[src/rtl/pba_pkg.sv]
package pba_pkg;

    typedef enum logic [3:0] {
        OP_NOP      = 4'd0,
        OP_ALLOC_TX = 4'd2,
        OP_MMU_RST  = 4'd4,
        OP_RX_DROP  = 4'd6,
        OP_TX_DROP  = 4'd7,
        OP_RX_FREE  = 4'd8,
        OP_FREE_SEL = 4'd10,
        OP_TX_PUSH  = 4'd12,
        OP_FIFO_RST = 4'd14
    } mmu_op_e;

    localparam int IRQ_RX    = 0;
    localparam int IRQ_TX    = 1;
    localparam int IRQ_TXE   = 2;
    localparam int IRQ_ALLOC = 3;

    localparam logic [7:0] EMPTY_BYTE = 8'h80;

    typedef struct packed {
        logic push;
        logic pop;
        logic clr;
    } q_ctl_t;

    function automatic logic [7:0] head_byte(input logic empty, input logic [6:0] num);
        return empty ? EMPTY_BYTE : {1'b0, num};
    endfunction

endpackage

[src/rtl/pba_bitmap.sv]
module pba_bitmap #(
    parameter int NSLOT = 16,
    localparam int PN_W = $clog2(NSLOT)
) (
    input  logic            clk,
    input  logic            rst,
    input  logic            clr_all,
    input  logic            take,
    input  logic            give,
    input  logic [PN_W-1:0] give_num,
    output logic            free_any,
    output logic [PN_W-1:0] free_num
);
    logic [NSLOT-1:0] used;

    always_comb begin
        free_any = 1'b0;
        free_num = '0;
        for (int i = NSLOT - 1; i >= 0; i--) begin
            if (!used[i]) begin
                free_any = 1'b1;
                free_num = PN_W'(i);
            end
        end
    end

    always_ff @(posedge clk) begin
        if (rst || clr_all) begin
            used <= '0;
        end else begin
            if (take && free_any) used[free_num] <= 1'b1;
            if (give)             used[give_num] <= 1'b0;
        end
    end
endmodule

[src/rtl/pba_queue.sv]
module pba_queue #(
    parameter int DEPTH = 16,
    parameter int W     = 4,
    localparam int PTR_W = $clog2(DEPTH),
    localparam int CNT_W = $clog2(DEPTH + 1)
) (
    input  logic             clk,
    input  logic             rst,
    input  pba_pkg::q_ctl_t  ctl,
    input  logic [W-1:0]     wdata,
    output logic [W-1:0]     head,
    output logic             empty,
    output logic             full,
    output logic             err
);
    logic [W-1:0]     mem [DEPTH];
    logic [PTR_W-1:0] rd_ptr, wr_ptr;
    logic [CNT_W-1:0] count;
    logic             push_ok, pop_ok;

    assign empty   = (count == '0);
    assign full    = (count == CNT_W'(DEPTH));
    assign head    = mem[rd_ptr];
    assign push_ok = ctl.push && !full;
    assign pop_ok  = ctl.pop && !empty;
    assign err     = !ctl.clr && ((ctl.push && full) || (ctl.pop && empty));

    always_ff @(posedge clk) begin
        if (push_ok) mem[wr_ptr] <= wdata;
    end

    always_ff @(posedge clk) begin
        if (rst || ctl.clr) begin
            rd_ptr <= '0;
            wr_ptr <= '0;
            count  <= '0;
        end else begin
            if (push_ok) wr_ptr <= wr_ptr + 1'b1;
            if (pop_ok)  rd_ptr <= rd_ptr + 1'b1;
            if (push_ok && !pop_ok)      count <= count + 1'b1;
            else if (pop_ok && !push_ok) count <= count - 1'b1;
        end
    end
endmodule

[src/rtl/pba_irq.sv]
module pba_irq
    import pba_pkg::*;
(
    input  logic       clk,
    input  logic       rst,
    input  logic       tx_done,
    input  logic       wr,
    input  logic [7:0] mask_in,
    input  logic       ack_tx,
    input  logic       alloc_set,
    input  logic       alloc_clr,
    input  logic       rx_nonempty,
    input  logic       tx_empty,
    output logic       tx_pop,
    output logic [7:0] status,
    output logic [7:0] mask,
    output logic       irq
);
    logic tx_flag, alloc_flag;

    assign tx_pop = wr && ack_tx && tx_flag;

    always_comb begin
        status            = '0;
        status[IRQ_RX]    = rx_nonempty;
        status[IRQ_TX]    = tx_flag;
        status[IRQ_TXE]   = tx_empty;
        status[IRQ_ALLOC] = alloc_flag;
    end

    assign irq = |(status & mask);

    always_ff @(posedge clk) begin
        if (rst) begin
            tx_flag    <= 1'b0;
            alloc_flag <= 1'b0;
            mask       <= '0;
        end else begin
            if (wr) mask <= mask_in;
            if (tx_done)     tx_flag <= 1'b1;
            else if (tx_pop) tx_flag <= 1'b0;
            if (alloc_set)      alloc_flag <= 1'b1;
            else if (alloc_clr) alloc_flag <= 1'b0;
        end
    end
endmodule

[src/rtl/pkt_buf_alloc.sv]
module pkt_buf_alloc
    import pba_pkg::*;
#(
    parameter int NSLOT = 16,
    localparam int PN_W = $clog2(NSLOT)
) (
    input  logic            clk,
    input  logic            rst,
    input  logic            cmd_valid,
    input  logic [3:0]      cmd_op,
    input  logic [PN_W-1:0] pkt_sel,
    input  logic            tx_enable,
    input  logic            rx_alloc_req,
    input  logic            tx_done,
    input  logic            irq_wr,
    input  logic [7:0]      irq_mask_in,
    input  logic            irq_ack_tx,
    input  logic            alloc_rd,
    output logic [7:0]      alloc_num,
    output logic [15:0]     fifo_status,
    output logic [7:0]      int_status,
    output logic [7:0]      int_mask,
    output logic            irq,
    output logic            rx_grant,
    output logic            q_err
);
    mmu_op_e         op;
    logic            is_op_alloc, is_op_rst, is_op_rxdrop, is_op_txdrop;
    logic            is_op_rxfree, is_op_freesel, is_op_push;
    logic            free_any, rx_try, rx_ok, rx_full_err, alloc_ok;
    logic            give;
    logic [PN_W-1:0] free_num, give_num;
    logic [PN_W-1:0] txq_head, rxq_head;
    logic            txq_empty, txq_full, txq_err;
    logic            rxq_empty, rxq_full, rxq_err;
    logic            tx_pop_ack, host_wr;
    q_ctl_t          txq_ctl, rxq_ctl;

    assign op             = mmu_op_e'(cmd_op);
    assign is_op_alloc    = cmd_valid && (op == OP_ALLOC_TX);
    assign is_op_rst      = cmd_valid && (op == OP_MMU_RST);
    assign is_op_rxdrop   = cmd_valid && (op == OP_RX_DROP);
    assign is_op_txdrop   = cmd_valid && (op == OP_TX_DROP);
    assign is_op_rxfree   = cmd_valid && (op == OP_RX_FREE);
    assign is_op_freesel  = cmd_valid && (op == OP_FREE_SEL);
    assign is_op_push     = cmd_valid && (op == OP_TX_PUSH);

    // Commands own the cycle; receive requests and interrupt writes wait.
    assign rx_try      = rx_alloc_req && !cmd_valid;
    assign rx_ok       = rx_try && free_any && !rxq_full;
    assign rx_full_err = rx_try && free_any && rxq_full;
    assign alloc_ok    = is_op_alloc && free_any;
    assign host_wr     = irq_wr && !cmd_valid;

    assign give     = is_op_freesel || (is_op_rxfree && !rxq_empty);
    assign give_num = is_op_rxfree ? rxq_head : pkt_sel;

    pba_bitmap #(.NSLOT(NSLOT)) u_bitmap (
        .clk      (clk),
        .rst      (rst),
        .clr_all  (is_op_rst),
        .take     (is_op_alloc || rx_ok),
        .give     (give),
        .give_num (give_num),
        .free_any (free_any),
        .free_num (free_num)
    );

    always_comb begin
        txq_ctl.push = is_op_push && tx_enable;
        txq_ctl.pop  = is_op_txdrop || tx_pop_ack;
        txq_ctl.clr  = is_op_rst;
        rxq_ctl.push = rx_ok;
        rxq_ctl.pop  = is_op_rxdrop || is_op_rxfree;
        rxq_ctl.clr  = is_op_rst;
    end

    pba_queue #(.DEPTH(NSLOT), .W(PN_W)) u_txq (
        .clk   (clk),
        .rst   (rst),
        .ctl   (txq_ctl),
        .wdata (pkt_sel),
        .head  (txq_head),
        .empty (txq_empty),
        .full  (txq_full),
        .err   (txq_err)
    );

    pba_queue #(.DEPTH(NSLOT), .W(PN_W)) u_rxq (
        .clk   (clk),
        .rst   (rst),
        .ctl   (rxq_ctl),
        .wdata (free_num),
        .head  (rxq_head),
        .empty (rxq_empty),
        .full  (rxq_full),
        .err   (rxq_err)
    );

    pba_irq u_irq (
        .clk         (clk),
        .rst         (rst),
        .tx_done     (tx_done),
        .wr          (host_wr),
        .mask_in     (irq_mask_in),
        .ack_tx      (irq_ack_tx),
        .alloc_set   (alloc_ok),
        .alloc_clr   (alloc_rd),
        .rx_nonempty (!rxq_empty),
        .tx_empty    (txq_empty),
        .tx_pop      (tx_pop_ack),
        .status      (int_status),
        .mask        (int_mask),
        .irq         (irq)
    );

    assign fifo_status = {head_byte(rxq_empty, 7'(rxq_head)),
                          head_byte(txq_empty, 7'(txq_head))};

    always_ff @(posedge clk) begin
        if (rst) begin
            alloc_num <= EMPTY_BYTE;
            rx_grant  <= 1'b0;
            q_err     <= 1'b0;
        end else begin
            if (alloc_ok) alloc_num <= 8'(free_num);
            rx_grant <= rx_ok;
            q_err    <= q_err || txq_err || rxq_err || rx_full_err;
        end
    end
endmodule

[config.mk]
export PLATFORM = sky130hd
export DESIGN_NAME = pkt_buf_alloc
export DESIGN_NICKNAME = d
export VERILOG_FILES = /design/src/rtl/pba_pkg.sv /design/src/rtl/pba_bitmap.sv /design/src/rtl/pba_queue.sv /design/src/rtl/pba_irq.sv /design/src/rtl/pkt_buf_alloc.sv
export SDC_FILE = /design/constraint.sdc
export NUM_CORES = 1
export LEC_CHECK = 0
export ABC_AREA = 0
export BUFFER_PORTS_ARGS = -buffer_cell sky130_fd_sc_hd__buf_2
export CAP_MARGIN = 20
export CORE_MARGIN = 4
export CORE_UTILIZATION = 45
export DETAILED_ROUTE_END_ITERATION = 16
export GPL_ROUTABILITY_DRIVEN = 0
export HOLD_SLACK_MARGIN = 0.05
export PLACE_DENSITY = 0.63
export SLEW_MARGIN = 20
export SYNTH_ARGS = -nofsm -noshare
export SYNTH_HDL_FRONTEND = slang
export SYNTH_HIERARCHICAL = 1
export SYNTH_SLANG_ARGS = --single-unit
[constraint.sdc]
create_clock -name clk -period 3.8 [get_ports clk]
set_clock_uncertainty 0.1 [all_clocks]
set_input_delay 0.57 -clock clk [delete_from_list [all_inputs] [get_ports clk]]
set_output_delay 0.57 -clock clk [all_outputs]
set_load 0.05 [all_outputs]
**Word-level counts from Yosys, hierarchy flattened**

Memories as Yosys holds them, arrays and structs flattened. A register that Yosys moved wholly into a read port is not among the register bits.
Index checks and enable logic that the tools add are counted.

- Bits in registers: 59
- Bits in writable memories: 128
- Output and inout bits: 43
- Word-level logic and storage cells: 159
- Memories kept: 2

Memories:

| name | words | bits a word | rd ports | clocked after memory_dff | wr ports | RTL line | source |
|---|---|---|---|---|---|---|---|
| u_rxq.mem | 16 | 4 | 1 | 1 | 1 | pba_queue.sv:16 | `logic [W-1:0] mem [DEPTH];` |
| u_txq.mem | 16 | 4 | 1 | 1 | 1 | pba_queue.sv:16 |  |

- Add/subtract/negate cells: 8
- Order comparisons: 4
- Eq/ne operators: 9
- Multiplexer cells: 58
- Bitwise gates (word level): 4
- Reductions and logical operators: 61

Operators with widths:

| cell | number |
|---|---|
| 2-to-1 mux 4 bit | 21 |
| 2-to-1 mux 16 bit | 3 |
| logical AND 1 bit | 34 |
| 2-to-1 mux 1 bit | 26 |
| 2-to-1 mux 5 bit | 4 |
| adder 4 x 1 -> 4 bit, second input constant | 4 |
| bitwise AND 16 bit | 1 |
| 2-to-1 mux 8 bit | 2 |
| NOT 16 bit | 1 |
| OR 16 bit | 1 |
| equality test 4 x 3 -> 1 bit, second input constant | 3 |
| equality test 4 bit, second input constant | 3 |
| adder 5 x 1 -> 5 bit, second input constant | 2 |
| equality test 5 bit, second input constant | 2 |
| logical NOT 1 bit | 10 |
| logical NOT 5 bit | 2 |
| logical OR 1 bit | 10 |
| < comparator 4 x 5 -> 1 bit, second input constant | 2 |
| subtractor 5 x 1 -> 5 bit, second input constant | 2 |
| bitwise AND 4 x 8 -> 8 bit | 1 |
| demux 1 bit (select 4 bit) | 2 |
| >= comparator 4 x 1 -> 1 bit, second input constant | 2 |
| nonzero test 2 bit | 4 |
| OR reduction 8 bit | 1 |
| equality test 4 x 2 -> 1 bit, second input constant | 1 |

**Logic depth before layout (Yosys ltp)**

- Depth after elaboration: 25
- Gate-level depth with buffers: 15
- Gate-level depth less buffers: 14

**Hierarchy**

The synthesis kept the hierarchy.

By module, submodules not included:

| module | times used | cells each | area each (µm²) |
|---|---|---|---|
| pba_queue | 2 | 215 | 3370.7 |
| pba_bitmap | 1 | 118 | 922.1 |
| pkt_buf_alloc | 1 | 72 | 598.1 |
| pba_irq | 1 | 46 | 452.9 |

**Least setup slack after synthesis**

OpenSTA, ideal clock, no wires.

- Path kind: flip-flop to flip-flop
- Start: register u_rxq.count[0]
- End: register u_rxq.count[3]
- Setup time: 0.127 ns
- Data arrival time: 2.842 ns
- Data required time: 3.573 ns
- Slack: 0.731 ns
- Cell stages (with the launch flop): 15
- Clock period less this slack: 3.069 ns
- Cells stage by stage: dfxtp_1 > or4_4 > buf_6 > nor2_1 > or3_1 > inv_1 > o21a_1 > buf_6 > ha_1 > inv_1 > ha_1 > a21o_1 > a21oi_1 > nor4_1 > or3_1

- Word-level cells in the longest chain between the ends: 7

Ends and longest elaborated chain:

| item | RTL line | source |
|---|---|---|
| from (decl) | pba_queue.sv:18 | `logic [CNT_W-1:0] count;` |
| from (signal assigned) | pba_queue.sv:40 | `if (push_ok && !pop_ok) count <= count + 1'b1;` |
| from (signal assigned) | pba_queue.sv:41 | `else if (pop_ok && !push_ok) count <= count - 1'b1;` |
| equality test 5 bit (*) | pba_queue.sv:22 | `assign full = (count == CNT_W'(DEPTH));` |
| net rxq_full | pkt_buf_alloc.sv:35 | `logic rxq_empty, rxq_full, rxq_err;` |
| logical NOT 1 bit (*) | pkt_buf_alloc.sv:50 | `assign rx_ok = rx_try && free_any && !rxq_full;` |
| logical AND 1 bit (*) | pkt_buf_alloc.sv:50 |  |
| net rx_ok | pkt_buf_alloc.sv:30 | `logic free_any, rx_try, rx_ok, rx_full_err, alloc_ok;` |
| logical AND 1 bit (*) | pba_queue.sv:24 | `assign push_ok = ctl.push && !full;` |
| net u_rxq.push_ok | pba_queue.sv:19 | `logic push_ok, pop_ok;` |
| logical NOT 1 bit | pba_queue.sv:41 |  |
| logical AND 1 bit | pba_queue.sv:41 |  |
| nonzero test 2 bit (no source line) | n/a |  |

Mark *: on every way through the listed nets, which the timed path passes. The rest lies on a longest branch. The select of a mux whose other input is x is not followed.
A chain may end at the register's enable or synchronous reset.

**Worst setup path after layout**

- Start: register u_bitmap.used[8]
- End: register u_rxq.count[3]

- Word-level cells in the longest chain between the ends: 15

Ends and longest elaborated chain:

| item | RTL line | source |
|---|---|---|
| from (decl) | pba_bitmap.sv:14 | `logic [NSLOT-1:0] used;` |
| from (signal assigned) | pba_bitmap.sv:29 | `used <= '0;` |
| from (signal, indexed assignment) | pba_bitmap.sv:31 | `if (take && free_any) used[free_num] <= 1'b1;` |
| from (signal, indexed assignment) | pba_bitmap.sv:32 | `if (give) used[give_num] <= 1'b0;` |
| 2-to-1 mux 1 bit (*) (9 in a row) | pba_bitmap.sv:20 | `if (!used[i]) begin` |
| net free_any | pkt_buf_alloc.sv:30 |  |
| logical AND 1 bit (*) (2 in a row) | pkt_buf_alloc.sv:50 |  |
| net rx_ok | pkt_buf_alloc.sv:30 |  |
| logical AND 1 bit (*) | pba_queue.sv:24 |  |
| logical NOT 1 bit | pba_queue.sv:41 |  |
| logical AND 1 bit | pba_queue.sv:41 |  |
| nonzero test 2 bit (no source line) | n/a |  |

Mark *: on every way through the listed nets, which the timed path passes. The rest lies on a longest branch.

==> results.sh <==
export IMPL_hpwl_um=12700
export IMPL_nets=752
export IMPL_start_kind="register"
export IMPL_path_clk_slew_ns=0.08
export IMPL_irDropWorstVdd_mv=0.331
export IMPL_drive_above_1_share=0.214
export IMPL_power_density_nw_per_um2=495
export IMPL_holdPathStages=2
export IMPL_power_switching_uw=1390
export IMPL_cap_violations=0
export IMPL_grt_max_degree=28
export IMPL_routed_via_density=5.39
export IMPL_yosysWarnings=6
export IMPL_finalPower_uw=4810
export IMPL_post_route_drc_count=0
export IMPL_firstDrtPassIters=5
export IMPL_required_ns=3.99
export IMPL_synth_area_um2=8710
export IMPL_die_y_um=147
export IMPL_min_path_type="in -> reg"
export IMPL_drtIter0Drc=436
export IMPL_clock_sinks=195
export IMPL_run_status="complete, no violations"
export IMPL_cts_max_path_buffers=2
export IMPL_post_route_period_util=0.922
export IMPL_clock_latency_ns=0.43
export IMPL_port_buffers=54
export IMPL_setup_violations=0
export IMPL_tns_ns=0
export IMPL_diodes=0
export IMPL_r2r_cells=14
export IMPL_io_pins=68
export IMPL_pwr_share_clk=0.382
export IMPL_syn_to_final_growth_pct=11.6
export IMPL_cp_max_fo=6
export IMPL_netSwitchingFraction=0.288
export IMPL_path_class="reg -> reg"
export IMPL_layout_min_cycle_time_ns=3.50
export IMPL_fp_row_count=50
export IMPL_leakage_uw=0.00345
export IMPL_cts_root_buf="clkbuf_16"
export IMPL_final_hold_viol_count=0
export IMPL_slew_headroom=0.469
export IMPL_wl_per_cell_um=18.0
export IMPL_grt_usage=0.166
export IMPL_seqPwrFrac=0.483
export IMPL_r2r_slack_ns=0.30
export IMPL_vias=5284
export IMPL_rsz0062_at_grt="no"
export IMPL_crit_path_end_kind="register"
export IMPL_grt_pass1_vias=5239
export IMPL_grt_remaining_overflow=0
export IMPL_grt_pass1_wl_um=28300
export IMPL_fmax_mhz=285
export IMPL_cts_max_level=4
export IMPL_cts_made_buffers=17
export IMPL_cts_hold_buf=0
export IMPL_avgSynthCellArea_um2=13.1
export IMPL_finalMaxSlewViolations=0
export IMPL_p_int_uw=3430
export IMPL_place_ws_ns=0.376
export IMPL_coreArea_um2=18900
export IMPL_fill_cells=1633
export IMPL_worst_slack_ns=0.295
export IMPL_wirelength_um=17600
export IMPL_dieWidth_um=147
export IMPL_cts_tree="yes"
export IMPL_worst_slew_pin_slew_ns=0.795
export IMPL_antenna_found_initial=0
export IMPL_p_comb_frac=0.134
export IMPL_syn_inst=665
export IMPL_post_cts_resized=0
export IMPL_ant_nets=0
export IMPL_die_area_um2=21600
export IMPL_post_cts_buffers=0
export IMPL_arrival_ns=3.70
export IMPL_start_util=0.461
==> final cells by class <==
| class | count | area [um2] | share of cell area |
|---|---|---|---|
| Inverter | 20 | 76.3 | 0.00785 |
| Clock inverter | 15 | 200 | 0.0206 |
| Timing Repair Buffer | 62 | 330 | 0.0340 |
| Sequential cell | 195 | 5180 | 0.533 |
| Clock buffer | 17 | 425 | 0.0438 |
| Tap cell | 260 | 325 | 0.0335 |
| Multi-Input combinational cell | 411 | 3180 | 0.327 |
==> cell usage in the layout (no fill, tap or decap), types with 19 or more instances in the layout <==
cell type / n
dfxtp_1: 67
inv_1: 19
a21oi_1: 19
mux4_2: 32
buf_2: 54
nor2_1: 80
edfxtp_1: 128
mux2i_1: 20
nor3_1: 21
nand2_1: 34
==> power groups by stage <==
| stage | Sequential, uW | Clock (uW) | Combinational (uW) |
|---|---|---|---|
| 2_1_floorplan | 2380 | 0 | 519 |
| 3_3_place_gp | 2370 | 0 | 629 |
| 3_5_place_dp | 2380 | 0 | 646 |
| 4_1_cts | 2330 | 1880 | 649 |
| 5_1_grt | 2330 | 1980 | 696 |
| 6_report | 2330 | 1840 | 647 |
==> final timing paths <==
path | startpoint | endpoint
setup reg to reg | u_bitmap/used[8] | u_rxq/count[3]
setup / recovery | u_bitmap/used[8] | u_rxq/count[3]
hold / removal | tx_done | u_irq/tx_flag
hold reg to reg | alloc_num[7] | alloc_num[7]
==> through the flow <==
stage | instances | area, um2 | util | hold slack, ns
finish | 980 | 9720 | 0.515 | 0.263
detailed placement | 947 | 9090 | 0.481 | 0.355
global placement | 947 | 9090 | 0.481 | 0.358
CTS | 979 | 9720 | 0.514 | 0.244
global route | 980 | 9720 | 0.515 | 0.249
floorplan | 676 | 8750 | - | 0.363
==> worst max-delay path: stages, from the launching register on <==
cell and delay, ns:
dfxtp_1 0.35, and4_1 0.25, nor2b_1 0.16, nand2_1 0.12
nand2_1 0.06, or3_1 0.36, inv_1 0.18, o21a_1 0.31
ha_1 0.22, inv_1 0.11, ha_1 0.29, a21o_1 0.18
a21oi_1 0.19, nor4_1 0.07, or3_1 0.41
==> routing by layer <==
metal	wire length [um]	GRT usage	part of all wire
met5	0	0	0
met1	8240	0.235	0.47
met4	116	0.0363	0.0066
met2	8400	0.263	0.48
met3	876	0.0386	0.050
==> flip-flops by register name (all words and copies together), names as in the netlist, named ones only <==
| signal | cells |
|---|---|
| alloc_num | 5 |
| u_txq/count | 5 |
| u_txq/mem | 64 |
| u_irq/tx_flag | 1 |
| u_irq/mask | 8 |
| u_rxq/count | 5 |
| u_txq/rd_ptr | 4 |
| q_err | 1 |
| u_rxq/mem | 64 |
| u_txq/wr_ptr | 4 |
| u_rxq/wr_ptr | 4 |
| u_irq/alloc_flag | 1 |
| u_rxq/rd_ptr | 4 |
| u_bitmap/used | 16 |
| rx_grant | 1 |
Note: power is estimated with default switching activity, not from simulation.
